File: config.mk
export PLATFORM = sky130hd
export DESIGN_NAME = irq_vector_ctrl
export DESIGN_NICKNAME = d
export VERILOG_FILES = /design/src/rtl/ivc_pkg.sv /design/src/rtl/ivc_sense.sv /design/src/rtl/ivc_prio.sv /design/src/rtl/irq_vector_ctrl.sv
export SDC_FILE = /design/constraint.sdc
export NUM_CORES = 1
export LEC_CHECK = 0
export ABC_AREA = 1
export BUFFER_PORTS_ARGS = -buffer_cell sky130_fd_sc_hd__buf_2
export CORE_UTILIZATION = 51
export DETAILED_ROUTE_END_ITERATION = 12
export PLACE_DENSITY = 0.87
export RECOVER_POWER = 50
export SLEW_MARGIN = 0
export SYNTH_ARGS = -nofsm -noshare
export SYNTH_HDL_FRONTEND = slang
export SYNTH_HIERARCHICAL = 1
export SYNTH_SLANG_ARGS = --single-unit
File: constraint.sdc
create_clock -name clk_i -period 2.3 [get_ports clk_i]
set_input_delay 0.115 -clock clk_i [delete_from_list [all_inputs] [get_ports clk_i]]
set_output_delay 0.115 -clock clk_i [all_outputs]
set_load 0.01 [all_outputs]
File: src/rtl/ivc_pkg.sv
package ivc_pkg;

    typedef enum logic [2:0] {
        RS_STAT = 3'd0,
        RS_PEND = 3'd1,
        RS_EN   = 3'd2,
        RS_ACK  = 3'd3,
        RS_SET  = 3'd4,
        RS_CLR  = 3'd5,
        RS_VEC  = 3'd6,
        RS_MER  = 3'd7
    } reg_sel_e;

    localparam int unsigned MER_OUT_BIT = 0;
    localparam int unsigned MER_HW_BIT  = 1;
    localparam int unsigned BUS_W       = 32;

endpackage

File: src/rtl/ivc_sense.sv
module ivc_sense #(
    parameter int unsigned NUM_SRC   = 32,
    parameter logic [31:0] EDGE_MASK = 32'h0
) (
    input  logic               clk_i,
    input  logic               rst_ni,
    input  logic [NUM_SRC-1:0] src_i,
    output logic [NUM_SRC-1:0] hit_o
);

    logic [NUM_SRC-1:0] src_d, src_q;

    always_comb begin
        src_d = src_i;
    end

    always_ff @(posedge clk_i) begin
        if (!rst_ni) src_q <= '0;
        else         src_q <= src_d;
    end

    for (genvar i = 0; i < NUM_SRC; i++) begin : g_src
        if (EDGE_MASK[i]) begin : g_edge
            assign hit_o[i] = src_i[i] & ~src_q[i];
        end else begin : g_level
            assign hit_o[i] = src_i[i];
        end
    end

endmodule

File: src/rtl/ivc_prio.sv
module ivc_prio #(
    parameter int unsigned NUM_SRC = 32,
    parameter int unsigned IDX_W   = 5
) (
    input  logic [NUM_SRC-1:0] pend_i,
    output logic               vld_o,
    output logic [IDX_W-1:0]   idx_o
);

    always_comb begin
        vld_o = 1'b0;
        idx_o = '0;
        for (int i = NUM_SRC - 1; i >= 0; i--) begin
            if (pend_i[i]) begin
                vld_o = 1'b1;
                idx_o = IDX_W'(i);
            end
        end
    end

endmodule

File: src/rtl/irq_vector_ctrl.sv
module irq_vector_ctrl
    import ivc_pkg::*;
#(
    parameter int unsigned NUM_SRC   = 32,
    parameter logic [31:0] EDGE_MASK = 32'h0
) (
    input  logic               clk_i,
    input  logic               rst_ni,
    input  logic [NUM_SRC-1:0] src_i,
    input  logic [2:0]         waddr_i,
    input  logic [31:0]        wdata_i,
    input  logic               wr_i,
    input  logic               rd_i,
    output logic [31:0]        rdata_o,
    output logic               irq_o
);

    localparam int unsigned IDX_W = (NUM_SRC > 1) ? $clog2(NUM_SRC) : 1;

    typedef struct packed {
        logic [NUM_SRC-1:0] stat;
        logic [NUM_SRC-1:0] en;
        logic               out_en;
        logic               hw_en;
        logic [BUS_W-1:0]   rdata;
    } state_t;

    state_t             st_d, st_q;
    reg_sel_e           sel;
    logic [NUM_SRC-1:0] wd;
    logic [NUM_SRC-1:0] ack_clr;
    logic [NUM_SRC-1:0] hit;
    logic [NUM_SRC-1:0] pend;
    logic               vec_vld;
    logic [IDX_W-1:0]   vec_idx;
    logic [BUS_W-1:0]   rd_mux;

    assign sel  = reg_sel_e'(waddr_i);
    assign wd   = wdata_i[NUM_SRC-1:0];
    assign pend = st_q.stat & st_q.en;

    ivc_sense #(
        .NUM_SRC  (NUM_SRC),
        .EDGE_MASK(EDGE_MASK)
    ) i_sense (
        .clk_i (clk_i),
        .rst_ni(rst_ni),
        .src_i (src_i),
        .hit_o (hit)
    );

    ivc_prio #(
        .NUM_SRC(NUM_SRC),
        .IDX_W  (IDX_W)
    ) i_prio (
        .pend_i(pend),
        .vld_o (vec_vld),
        .idx_o (vec_idx)
    );

    always_comb begin
        case (sel)
            RS_STAT: rd_mux = BUS_W'(st_q.stat);
            RS_PEND: rd_mux = BUS_W'(pend);
            RS_EN:   rd_mux = BUS_W'(st_q.en);
            RS_VEC:  rd_mux = vec_vld ? BUS_W'(vec_idx) : '1;
            RS_MER:  rd_mux = BUS_W'({st_q.hw_en, st_q.out_en});
            default: rd_mux = '0;
        endcase
    end

    always_comb begin
        st_d    = st_q;
        ack_clr = (wr_i && sel == RS_ACK) ? wd : '0;
        // Sources that fire in the same cycle as an acknowledge keep their bit.
        st_d.stat = (st_q.stat & ~ack_clr) | (hit & {NUM_SRC{st_q.hw_en}});
        if (wr_i) begin
            case (sel)
                RS_EN:   st_d.en = wd;
                RS_SET:  st_d.en = st_q.en | wd;
                RS_CLR:  st_d.en = st_q.en & ~wd;
                RS_MER: begin
                    st_d.out_en = wdata_i[MER_OUT_BIT];
                    st_d.hw_en  = st_q.hw_en | wdata_i[MER_HW_BIT];
                end
                default: ;
            endcase
        end
        if (rd_i) st_d.rdata = rd_mux;
    end

    always_ff @(posedge clk_i) begin
        if (!rst_ni) st_q <= '0;
        else         st_q <= st_d;
    end

    assign rdata_o = st_q.rdata;
    assign irq_o   = st_q.out_en & vec_vld;

    // Checks on register behaviour over time
    logic [NUM_SRC-1:0] low_mask;
    assign low_mask = (NUM_SRC'(1) << vec_idx) - NUM_SRC'(1);

    assert_set_en_R3: assert property (@(posedge clk_i) disable iff (!rst_ni)
        (wr_i && sel == RS_SET) |=> ((st_q.en & $past(wd)) == $past(wd)));

    assert_clr_en_R4: assert property (@(posedge clk_i) disable iff (!rst_ni)
        (wr_i && sel == RS_CLR) |=> ((st_q.en & $past(wd)) == '0));

    assert_ack_clears_R7: assert property (@(posedge clk_i) disable iff (!rst_ni)
        (wr_i && sel == RS_ACK && !st_q.hw_en) |=> ((st_q.stat & $past(wd)) == '0));

    assert_hw_sticky_R11: assert property (@(posedge clk_i) disable iff (!rst_ni)
        st_q.hw_en |=> st_q.hw_en);

    assert_no_src_R11: assert property (@(posedge clk_i) disable iff (!rst_ni)
        !st_q.hw_en |=> ((st_q.stat & ~$past(st_q.stat)) == '0));

    assert_vec_lowest_R10: assert property (@(posedge clk_i) disable iff (!rst_ni)
        vec_vld |-> (pend[vec_idx] && ((pend & low_mask) == '0)));

    assert_irq_needs_pend_R9: assert property (@(posedge clk_i) disable iff (!rst_ni)
        irq_o |-> (pend != '0));

endmodule

=== Word-level counts from Yosys, hierarchy flattened ===
Index checks and enable logic that the tools add are counted.

* Output and inout port bits: 33
* ROM bits: 0
* Bits of input ports: 71
* Memory bits (writable): 0
* Flip-flop bits (word level): 98
* Word-level logic and storage cells: 95
* Memories kept: 0
* Bits in latches: 0

* Equality and inequality tests: 7
* Bitwise gates (word level): 10
* Magnitude comparators: 0
* Multiplexer cells: 68
* $mul: 0
* Shifts and indexed selects: 0
* Add/sub/neg operators: 0
* Divide/modulo/power cells: 0
* Reductions and logical operators: 5

{| class="wikitable"
|+ Operators with widths
! operator !! count
|-
| $mux 5 || 32
|-
| $pmux 32 s5 || 1
|-
| $and 32x32->32 || 4
|-
| $pmux 32 s3 || 1
|-
| $mux 32 || 2
|-
| $not 32->32 || 2
|-
| $or 32x32->32 || 2
|-
| $mux 1 || 32
|-
| $eq 3x3->1 const B || 4
|-
| $eq 3x2->1 const B || 2
|-
| $reduce_and 2->1 || 2
|-
| $eq 3x1->1 const B || 1
|-
| $logic_not 3->1 || 1
|-
| $reduce_bool 3->1 || 1
|-
| $and 1x1->1 || 1
|-
| $logic_and 1x1->1 || 1
|-
| $or 1x1->1 || 1
|}

=== Depth between registers and ports, before layout ===
Gate-level depths: netlist (run 1).

* Depth in word-level cells: 35
* Depth in mapped cells: 39
* Gate-level depth less buffers: 39

=== Modules after synthesis ===
The synthesis (run 1) kept the hierarchy.

{| class="wikitable"
|+ Modules (own cells, without submodules)
! module !! times used !! cells each !! area an instance (um^2)
|-
| irq_vector_ctrl || 1 || 851 || 5226.3
|-
| ivc_prio || 1 || 107 || 442.9
|-
| ivc_sense || 1 || 32 || 240.2
|}

=== Worst setup path after synthesis (run 1) ===
No wires, ideal clock.

* Kind: register -> register
* Start: register st_q[96] in the netlist's numbering
* End: register st_q, in the netlist rdata_o[0]
* Library setup time: 132 ps
* Buffers on the path: 0
* Setup slack: 58 ps
* Data arrival time: 2110 ps
* Cell stages (with the launch flop): 40
* Path through: dfxtp_1 > nand2_1 > inv_1 > inv_1 > nand2_1 > nand2_1 > nand2_1 > nand2_1 > nand2_1 > nand2_1 > nand2_1 > nand2_1 > nand2_1 > nand2_1 > nand2_1 > nand2_1 > nand2_1 > nand2_1 > (+4 left out) > nand2_1 > nand2_1 > nand2_1 > nand2_1 > nand2_1 > nand2_1 > nand2_1 > nand2_1 > nand2_1 > nand2_1 > nand2_1 > a21oi_2 > nor2_1 > nor2_1 > nor2_1 > nand3_1 > nand2_1 > a21oi_1

* Cells in the longest elaborated chain, start to end: 34
* Elaborated cells between the ends (all ways): 65
* Those cells by class: 64 x mux; 1 x bitwise

{| class="wikitable"
|+ Ends and longest elaborated chain
! element !! line !! RTL
|-
| start: declaration || irq_vector_ctrl.sv:28 || <nowiki>state_t st_d, st_q;</nowiki>
|-
| start signal: assignment || irq_vector_ctrl.sv:94 || <nowiki>else st_q <= st_d;</nowiki>
|-
| $and 32x32->32 || irq_vector_ctrl.sv:40 || <nowiki>assign pend = st_q.stat & st_q.en;</nowiki>
|-
| via pend[30] || irq_vector_ctrl.sv:33 || <nowiki>logic [NUM_SRC-1:0] pend;</nowiki>
|-
| $mux 5 (31 in a row) || ivc_prio.sv:14 || <nowiki>if (pend_i[i]) begin</nowiki>
|-
| via vec_idx[0] || irq_vector_ctrl.sv:35 || <nowiki>logic [IDX_W-1:0] vec_idx;</nowiki>
|-
| $mux 32 || irq_vector_ctrl.sv:66 || <nowiki>RS_VEC: rd_mux = vec_vld ? BUS_W'(vec_idx) : '1;</nowiki>
|-
| $pmux 32 s5 || irq_vector_ctrl.sv:62 || <nowiki>case (sel)</nowiki>
|}

The timed path passes the listed nets, and every way through them passes these cells.
A chain may end at the register's enable or synchronous reset.

=== Worst setup path in the final report (run 1) ===
* Start: register st_q[97] in the netlist's numbering
* End: register st_q, in the netlist rdata_o[0]

* Cells in the longest elaborated chain, start to end: 35
* Elaborated cells between the ends (all ways): 67
* Those cells by class: 66 x mux; 1 x bitwise

{| class="wikitable"
|+ Ends and longest elaborated chain
! element !! line
|-
| $and 32x32->32 || irq_vector_ctrl.sv:40
|-
| via pend[31] || irq_vector_ctrl.sv:33
|-
| $mux 5 (32 in a row) || ivc_prio.sv:14
|-
| via vec_idx[0] || irq_vector_ctrl.sv:35
|-
| $mux 32 || irq_vector_ctrl.sv:66
|-
| $pmux 32 s5 || irq_vector_ctrl.sv:62
|}

The timed path passes the listed nets, and every way through them passes these cells.

==> flow_summary.yaml, run 1 <==
grt:
  grt_remaining_overflow: 0
  grt_max_degree: 37
  antenna_found_initial: 1
  grt_pass1_vias: 5358
  grt_usage_pct: 26.2
  grt_pass1_wl_mm: 24.5
flow_run:
  cap_violations: 0
yosys:
  synth.most_common_cell: "nand2_1"
  synthesis.area_um2: 5910
  synth_cells: 990
  yosys_register_bits: 98
  synth_nets: 1061
  ys_async_sr_fraction_pct: 0
  ys_seq_area_share_pct: 33.2
  yosys-top-cells-count: "nand2_1, inv_1, nor2_1, a21oi_1, dfxtp_1"
  synth_edf_count: 0
  yosysTopAreaCell: "dfxtp_1"
  ys.flop_type: "dfxtp_1"
  synth.top_cell.area_share_pct: 33.2
  synth_warnings: 6
  syn_avg_cell_area_um2: 5.97
  yosysUniqueCellTypes: 27
  synth_area_leaders: "dfxtp_1, nand2_1, a21oi_1"
routing:
  viasPerCell: 5.01
  wirelength_mm: 15.0
  num_vias: 5880
  first_pass_iters: 5
  first_iter_violations: 409
  ant_nets: 0
  drc: 0
  post_drt_wl_per_cell_um: 12.8
placement:
  hpwl_mm: 10.1
  dpl_cell_area_um2: 6200
  gp_congestion: 0.908
  place_ws_ns: -0.141
  io_buffers: 103
  placedCellCount: 1154
sta:
  drv_slew: 0
  max-slew-margin-rel_pct: 15.4
  fin_ws_ns: -0.223
  max_freq_ghz: 0.396
  hold_viol: 0
  setup_viol: 2
  tns_ns: -0.389
  whs_ns: 0.0140
  rsz0062_at_grt: "yes"
  tightest_slew_ns: 1.26
  period_minus_slack_ns: 2.52
  clock_skew_ns: 0.0104
  finalCritPeriodShare_pct: 110
critical_path:
  startpoint_type: "register"
  cp.required_ns: 2.58
  cpMostUsedCell: "nand2_1"
  max_stage_delay_ns: 0.34
  reg2regPathDepth: 38
  path_max_fanout: 2
  critPathKind: "reg2reg"
  critPathCaptureType: "register"
  crit_slowest_cell: "dfxtp_2"
  worstPathArrival_ns: 2.80
clock_network:
  ctsHoldBuffers: 0
  htreeDepth: 3
  cts_root_buf: "clkbuf_16"
  clkSinkCount: 98
  tritoncts: "built"
  insertion_delay_ns: 0.35
  clock_path_buffers: 2
  clk_pin_slew_ns: 0.07
  numCtsBuffers: 9
final_layout:
  finalInstanceArea_um2: 6510
  stdcell_count: 1173
  post-route-util_pct: 58.7
  nFillCells: 1075
  areaGrowthSynthToFinish_pct: 10.1
  nets: 1100
  layout-drive-gt1-share_pct: 14.7
die:
  die-area_um2: 12000
  die_w_um: 110
  die_h_um: 110
  start_util_pct: 53.3
  core_um2: 11100
  row_count: 38
  ios: 104
min_path:
  min_path_type: "in2reg"
  hold_depth: 3
power:
  p_per_area_nw_per_um2: 553
  p_leak_nw: 3.17
  totalPowerFinal_mw: 3.60
  ir_drop_mv: 0.421
run_status:
  outcome: "complete, but fails checks"
  violations: "negative setup slack"
[metal layers]
layer	GRT usage [%]	up-vias	part of all wire [%]
met4	10.1	0	2.4
met5	0	-	0
met1	32.5	2612	43
met2	44.8	203	48
met3	4.92	22	6.7
li1	-	3043	-
[cells by family after synthesis]
| kind of cell | Yosys count | synth area share (%) |
|---|---|---|
| buffers and inverters | 249 | 20.5 |
| flip-flops | 98 | 33.2 |
| AND/OR/NAND/NOR | 467 | 31.0 |
| AO/OA/AOI/OAI | 176 | 15.3 |
[worst max-delay path: cells and delay by family, from the launching register on]
| family | cells | cell delay, ns |
|---|---|---|
| AO/OA/AOI/OAI | 2 | 0.25 |
| buffers and inverters | 1 | 0.08 |
| AND/OR/NAND/NOR | 35 | 1.77 |
| flip-flops | 1 | 0.34 |
[cell type report]
type	instances	area (um^2)	share of cell area, %
multi-input combinational	643	2790	42.9
timing repair buffer	141	787	12.1
inverter	136	510	7.85
clock buffer	10	239	3.67
sequential	98	1970	30.3
antenna	1	2.50	0.0385
clock inverter	4	28.8	0.442
tap	140	175	2.69
[final timing paths]
kind / from / slack, ns / endpoint
hold reg to reg: rdata_o[13]$_SDFFE_PN0P_ / 0.46 / rdata_o[13]$_SDFFE_PN0P_
setup / recovery: st_q[97]$_SDFF_PN0_ / -0.22 / rdata_o[0]$_SDFFE_PN0P_
setup reg to reg: st_q[97]$_SDFF_PN0_ / -0.22 / rdata_o[0]$_SDFFE_PN0P_
hold / removal: src_i[22] / 0.01 / st_q[88]$_SDFF_PN0_
[where the power goes]
group          internal [mW]  leakage, nW  switching (mW)
Combinational          0.144         2.25           0.264
Clock                  0.753        0.127           0.658
Sequential              1.75        0.797          0.0310
[flip-flops by register name, summed over array words and instances (netlist names)]
name,flops
st_q,66
rdata_o,32
[layout by cell type (no fill, tap or decap), types with 2 or more instances in the layout]
cell,netlist,routed
a21oi_1,100,98
a21oi_2,1,3
buf_12,0,3
buf_2,11,71
buf_4,64,31
clkbuf_1,35,33
clkbuf_16,0,9
clkbuf_2,0,3
clkinvlp_4,0,2
dfxtp_1,98,92
dfxtp_2,0,6
inv_1,130,128
inv_2,6,8
nand2_1,295,293
nand2_2,2,4
nand3_1,37,36
nand4_1,2,2
nor2_1,123,122
nor2_2,1,3
nor4_1,3,2
o211ai_1,3,3
o21ai_0,66,66
[repair_timing]
action | in CTS | in global routing
setup endpoints to repair | 2 | 33
setup buffers | 2 | 2
pin swaps | 4 | 13
gates resized for setup | 11 | 11
gates cloned | 0 | 0
(Power assumes the default switching activity.)
==> run 2: changes to the inputs <==
--- a/config.mk
+++ b/config.mk
@@ -7,7 +7,9 @@
 export LEC_CHECK = 0
 export ABC_AREA = 1
 export BUFFER_PORTS_ARGS = -buffer_cell sky130_fd_sc_hd__buf_2
-export CORE_UTILIZATION = 51
+export CELL_PAD_IN_SITES_DETAIL_PLACEMENT = 0
+export CELL_PAD_IN_SITES_GLOBAL_PLACEMENT = 1
+export CORE_UTILIZATION = 35
 export DETAILED_ROUTE_END_ITERATION = 12
 export PLACE_DENSITY = 0.87
 export RECOVER_POWER = 50
==> run 2 against run 1 <==
The flow still finishes with violations (negative setup slack). Sequential share of layout area is 0.49 points lower. Setup slack improved by 0.082 ns. Combinational power rose by 2%. Largest cell class unchanged. Largest power group unchanged. Critical path type unchanged.
==> flow_summary.yaml, run 2 (synthesized netlist as in run 1, its figures left out) <==
grt:
  grt_max_degree: 54
  use_met2_pct: 32.3
  busiest_layer: "met2"
  antenna_found_initial: 1
  grt_usage_pct: 19.1
  grtUsageMet1_pct: 25.0
  grt_pass1_wl_mm: 26.4
  grt_remaining_overflow: 0
  met3_usage_pct: 3.27
  grt_pass1_vias: 5303
critical_path:
  cpMostUsedCell: "nand2_1"
  reg2regPathDepth: 37
  worstPathArrival_ns: 2.66
  path_max_fanout: 3
  cp.required_ns: 2.52
  max_stage_delay_ns: 0.34
  critPathCaptureType: "register"
  r2r_end: "rdata_o[0]$_SDFFE_PN0P_"
  startpoint_type: "register"
  crit_slowest_cell: "dfxtp_1"
  critPathKind: "reg2reg"
  rrSetupSlack_ns: -0.14
  worstReg2RegStart: "st_q[62]$_SDFFE_PN0P_"
final_layout:
  largest-register: "st_q"
  nets: 1109
  areaGrowthSynthToFinish_pct: 11.9
  final_common_cell: "nand2_1"
  post-route-util_pct: 40.0
  nFillCells: 1845
  most-common-layout-cells: "nand2_1, inv_1, nor2_1"
  largest_reg_flops: 66
  layout-drive-gt1-share_pct: 14.1
  stdcell_count: 1263
run_status:
  violations: "negative setup slack"
  outcome: "complete, but fails checks"
sta:
  rsz0062_at_grt: "yes"
  max_freq_ghz: 0.410
  hold_viol: 0
  whs_ns: 0.0121
  fin_ws_ns: -0.141
  clock_skew_ns: 0.00993
  max-slew-margin-rel_pct: 24.7
  setup_viol: 2
  tightest_slew_ns: 1.13
  finalCritPeriodShare_pct: 106
  period_minus_slack_ns: 2.44
  drv_slew: 0
clock_network:
  clock_path_buffers: 2
  post_cts_buffers: 0
  htreeDepth: 3
  tritoncts: "built"
  clkSinkCount: 98
  numCtsBuffers: 9
  clk_pin_slew_ns: 0.07
  insertion_delay_ns: 0.35
  cts_root_buf: "clkbuf_16"
routing:
  post_drt_wl_per_cell_um: 12.8
  num_vias: 5798
  first_iter_violations: 287
  first_pass_iters: 5
  viasPerCell: 4.59
  drc: 0
  ant_nets: 0
  wirelength_mm: 16.1
power:
  pwr-share-seq_pct: 49.4
  totalPowerFinal_mw: 3.60
  p_leak_nw: 3.19
  p_per_area_nw_per_um2: 545
  netSwitchingFraction_pct: 26.4
  p_int_mw: 2.65
  pwr-share-clk_pct: 39.1
  power.switching_uw: 949
  combPwrFrac_pct: 11.6
  ir_drop_mv: 0.346
die:
  die-area_um2: 17400
  ios: 104
  start_util_pct: 35.8
  row_count: 47
  die_h_um: 132
  core_um2: 16500
  die_w_um: 132
placement:
  gp_congestion: 0.827
  hpwl_mm: 11.1
  io_buffers: 103
  placedCellCount: 1240
  place_ws_ns: -0.180
flow_run:
  cap_violations: 0
min_path:
  min_path_type: "in2reg"
  hold_end: "st_q[86]$_SDFF_PN0_"
  min_from: "src_i[20]"
  hold_depth: 3
## run 2: cell count changes in the layout (fill, tap and decap cells not counted), moves of 2 or more
cell	previous run	this run
clkbuf_1	33	36
buf_12	3	0
buf_4	31	34
nand2_2	4	2
clkinvlp_4	2	0
buf_6	0	2
nand2_1	293	295
a21oi_2	3	1
a21oi_1	98	100
dlygate4sd3_1	0	6
## run 2: power by group through the flow
stage	registers, mW	logic [mW]	clock network, mW
after floorplan	1.81	0.291	0
after detailed placement	1.82	0.414	0
after global placement	1.81	0.410	0
after global routing	1.78	0.467	1.52
final	1.78	0.417	1.41
after CTS	1.78	0.424	1.45
## run 2: routing by layer
layer | routed length [um] | part of all wire (%)
met1 | 7640 | 47
met2 | 7660 | 48
met3 | 650 | 4.0
met4 | 175 | 1.1
met5 | 0 | 0
## run 2: through the flow
| step | setup TNS [ns] | cell area (um^2) |
|---|---|---|
| floorplan | 0 | 5910 |
| global route | -2.88 | 6610 |
| detailed placement | -0.233 | 6320 |
| CTS | -0.238 | 6660 |
| finish | -0.194 | 6610 |
| global placement | -0.414 | 6320 |
## run 2: final cells by class
type | instances | area [um^2] | area share [%]
timing repair buffer | 150 | 840 | 12.7
tap | 220 | 275 | 4.16
antenna | 1 | 2.50 | 0.0378
sequential | 98 | 1970 | 29.8
inverter | 136 | 510 | 7.72
clock inverter | 2 | 13.8 | 0.208
clock buffer | 13 | 250 | 3.78
multi-input combinational | 643 | 2750 | 41.6
## run 2: repair_timing
| item | in CTS | in global routing |
|---|---|---|
| gates resized for setup | 10 | 6 |
| cloned | 0 | 1 |
| pin swaps | 4 | 5 |
| hold buffers | 6 | 0 |
| endpoints found under the setup margin | 3 | 32 |
| hold endpoints to repair | 6 | 0 |
## run 2: how the worst max path moves through the flow
| stage | from | to | slack [ns] | cells past startpoint |
|---|---|---|---|---|
| after global routing | st_q[96]$_SDFF_PN0_ | rdata_o[0]$_SDFFE_PN0P_ | -0.51 | 39 |
| final | st_q[62]$_SDFFE_PN0P_ | rdata_o[0]$_SDFFE_PN0P_ | -0.14 | 37 |
| after floorplan | st_q[96]$_SDFF_PN0_ | rdata_o[0]$_SDFFE_PN0P_ | 0.06 | 39 |
| after detailed placement | st_q[96]$_SDFF_PN0_ | rdata_o[0]$_SDFFE_PN0P_ | -0.18 | 39 |
| after global placement | st_q[96]$_SDFF_PN0_ | rdata_o[0]$_SDFFE_PN0P_ | -0.18 | 39 |
| after CTS | st_q[96]$_SDFF_PN0_ | rdata_o[0]$_SDFFE_PN0P_ | -0.17 | 39 |
## run 2: worst max-delay path, delay by kind of cell, from the launching register on
family | cells | cell delay [ns]
and+or+nand+nor | 33 | 1.73
AOI/OAI and AO/OA | 2 | 0.10
DFF | 1 | 0.34
buffers and inverters | 2 | 0.14
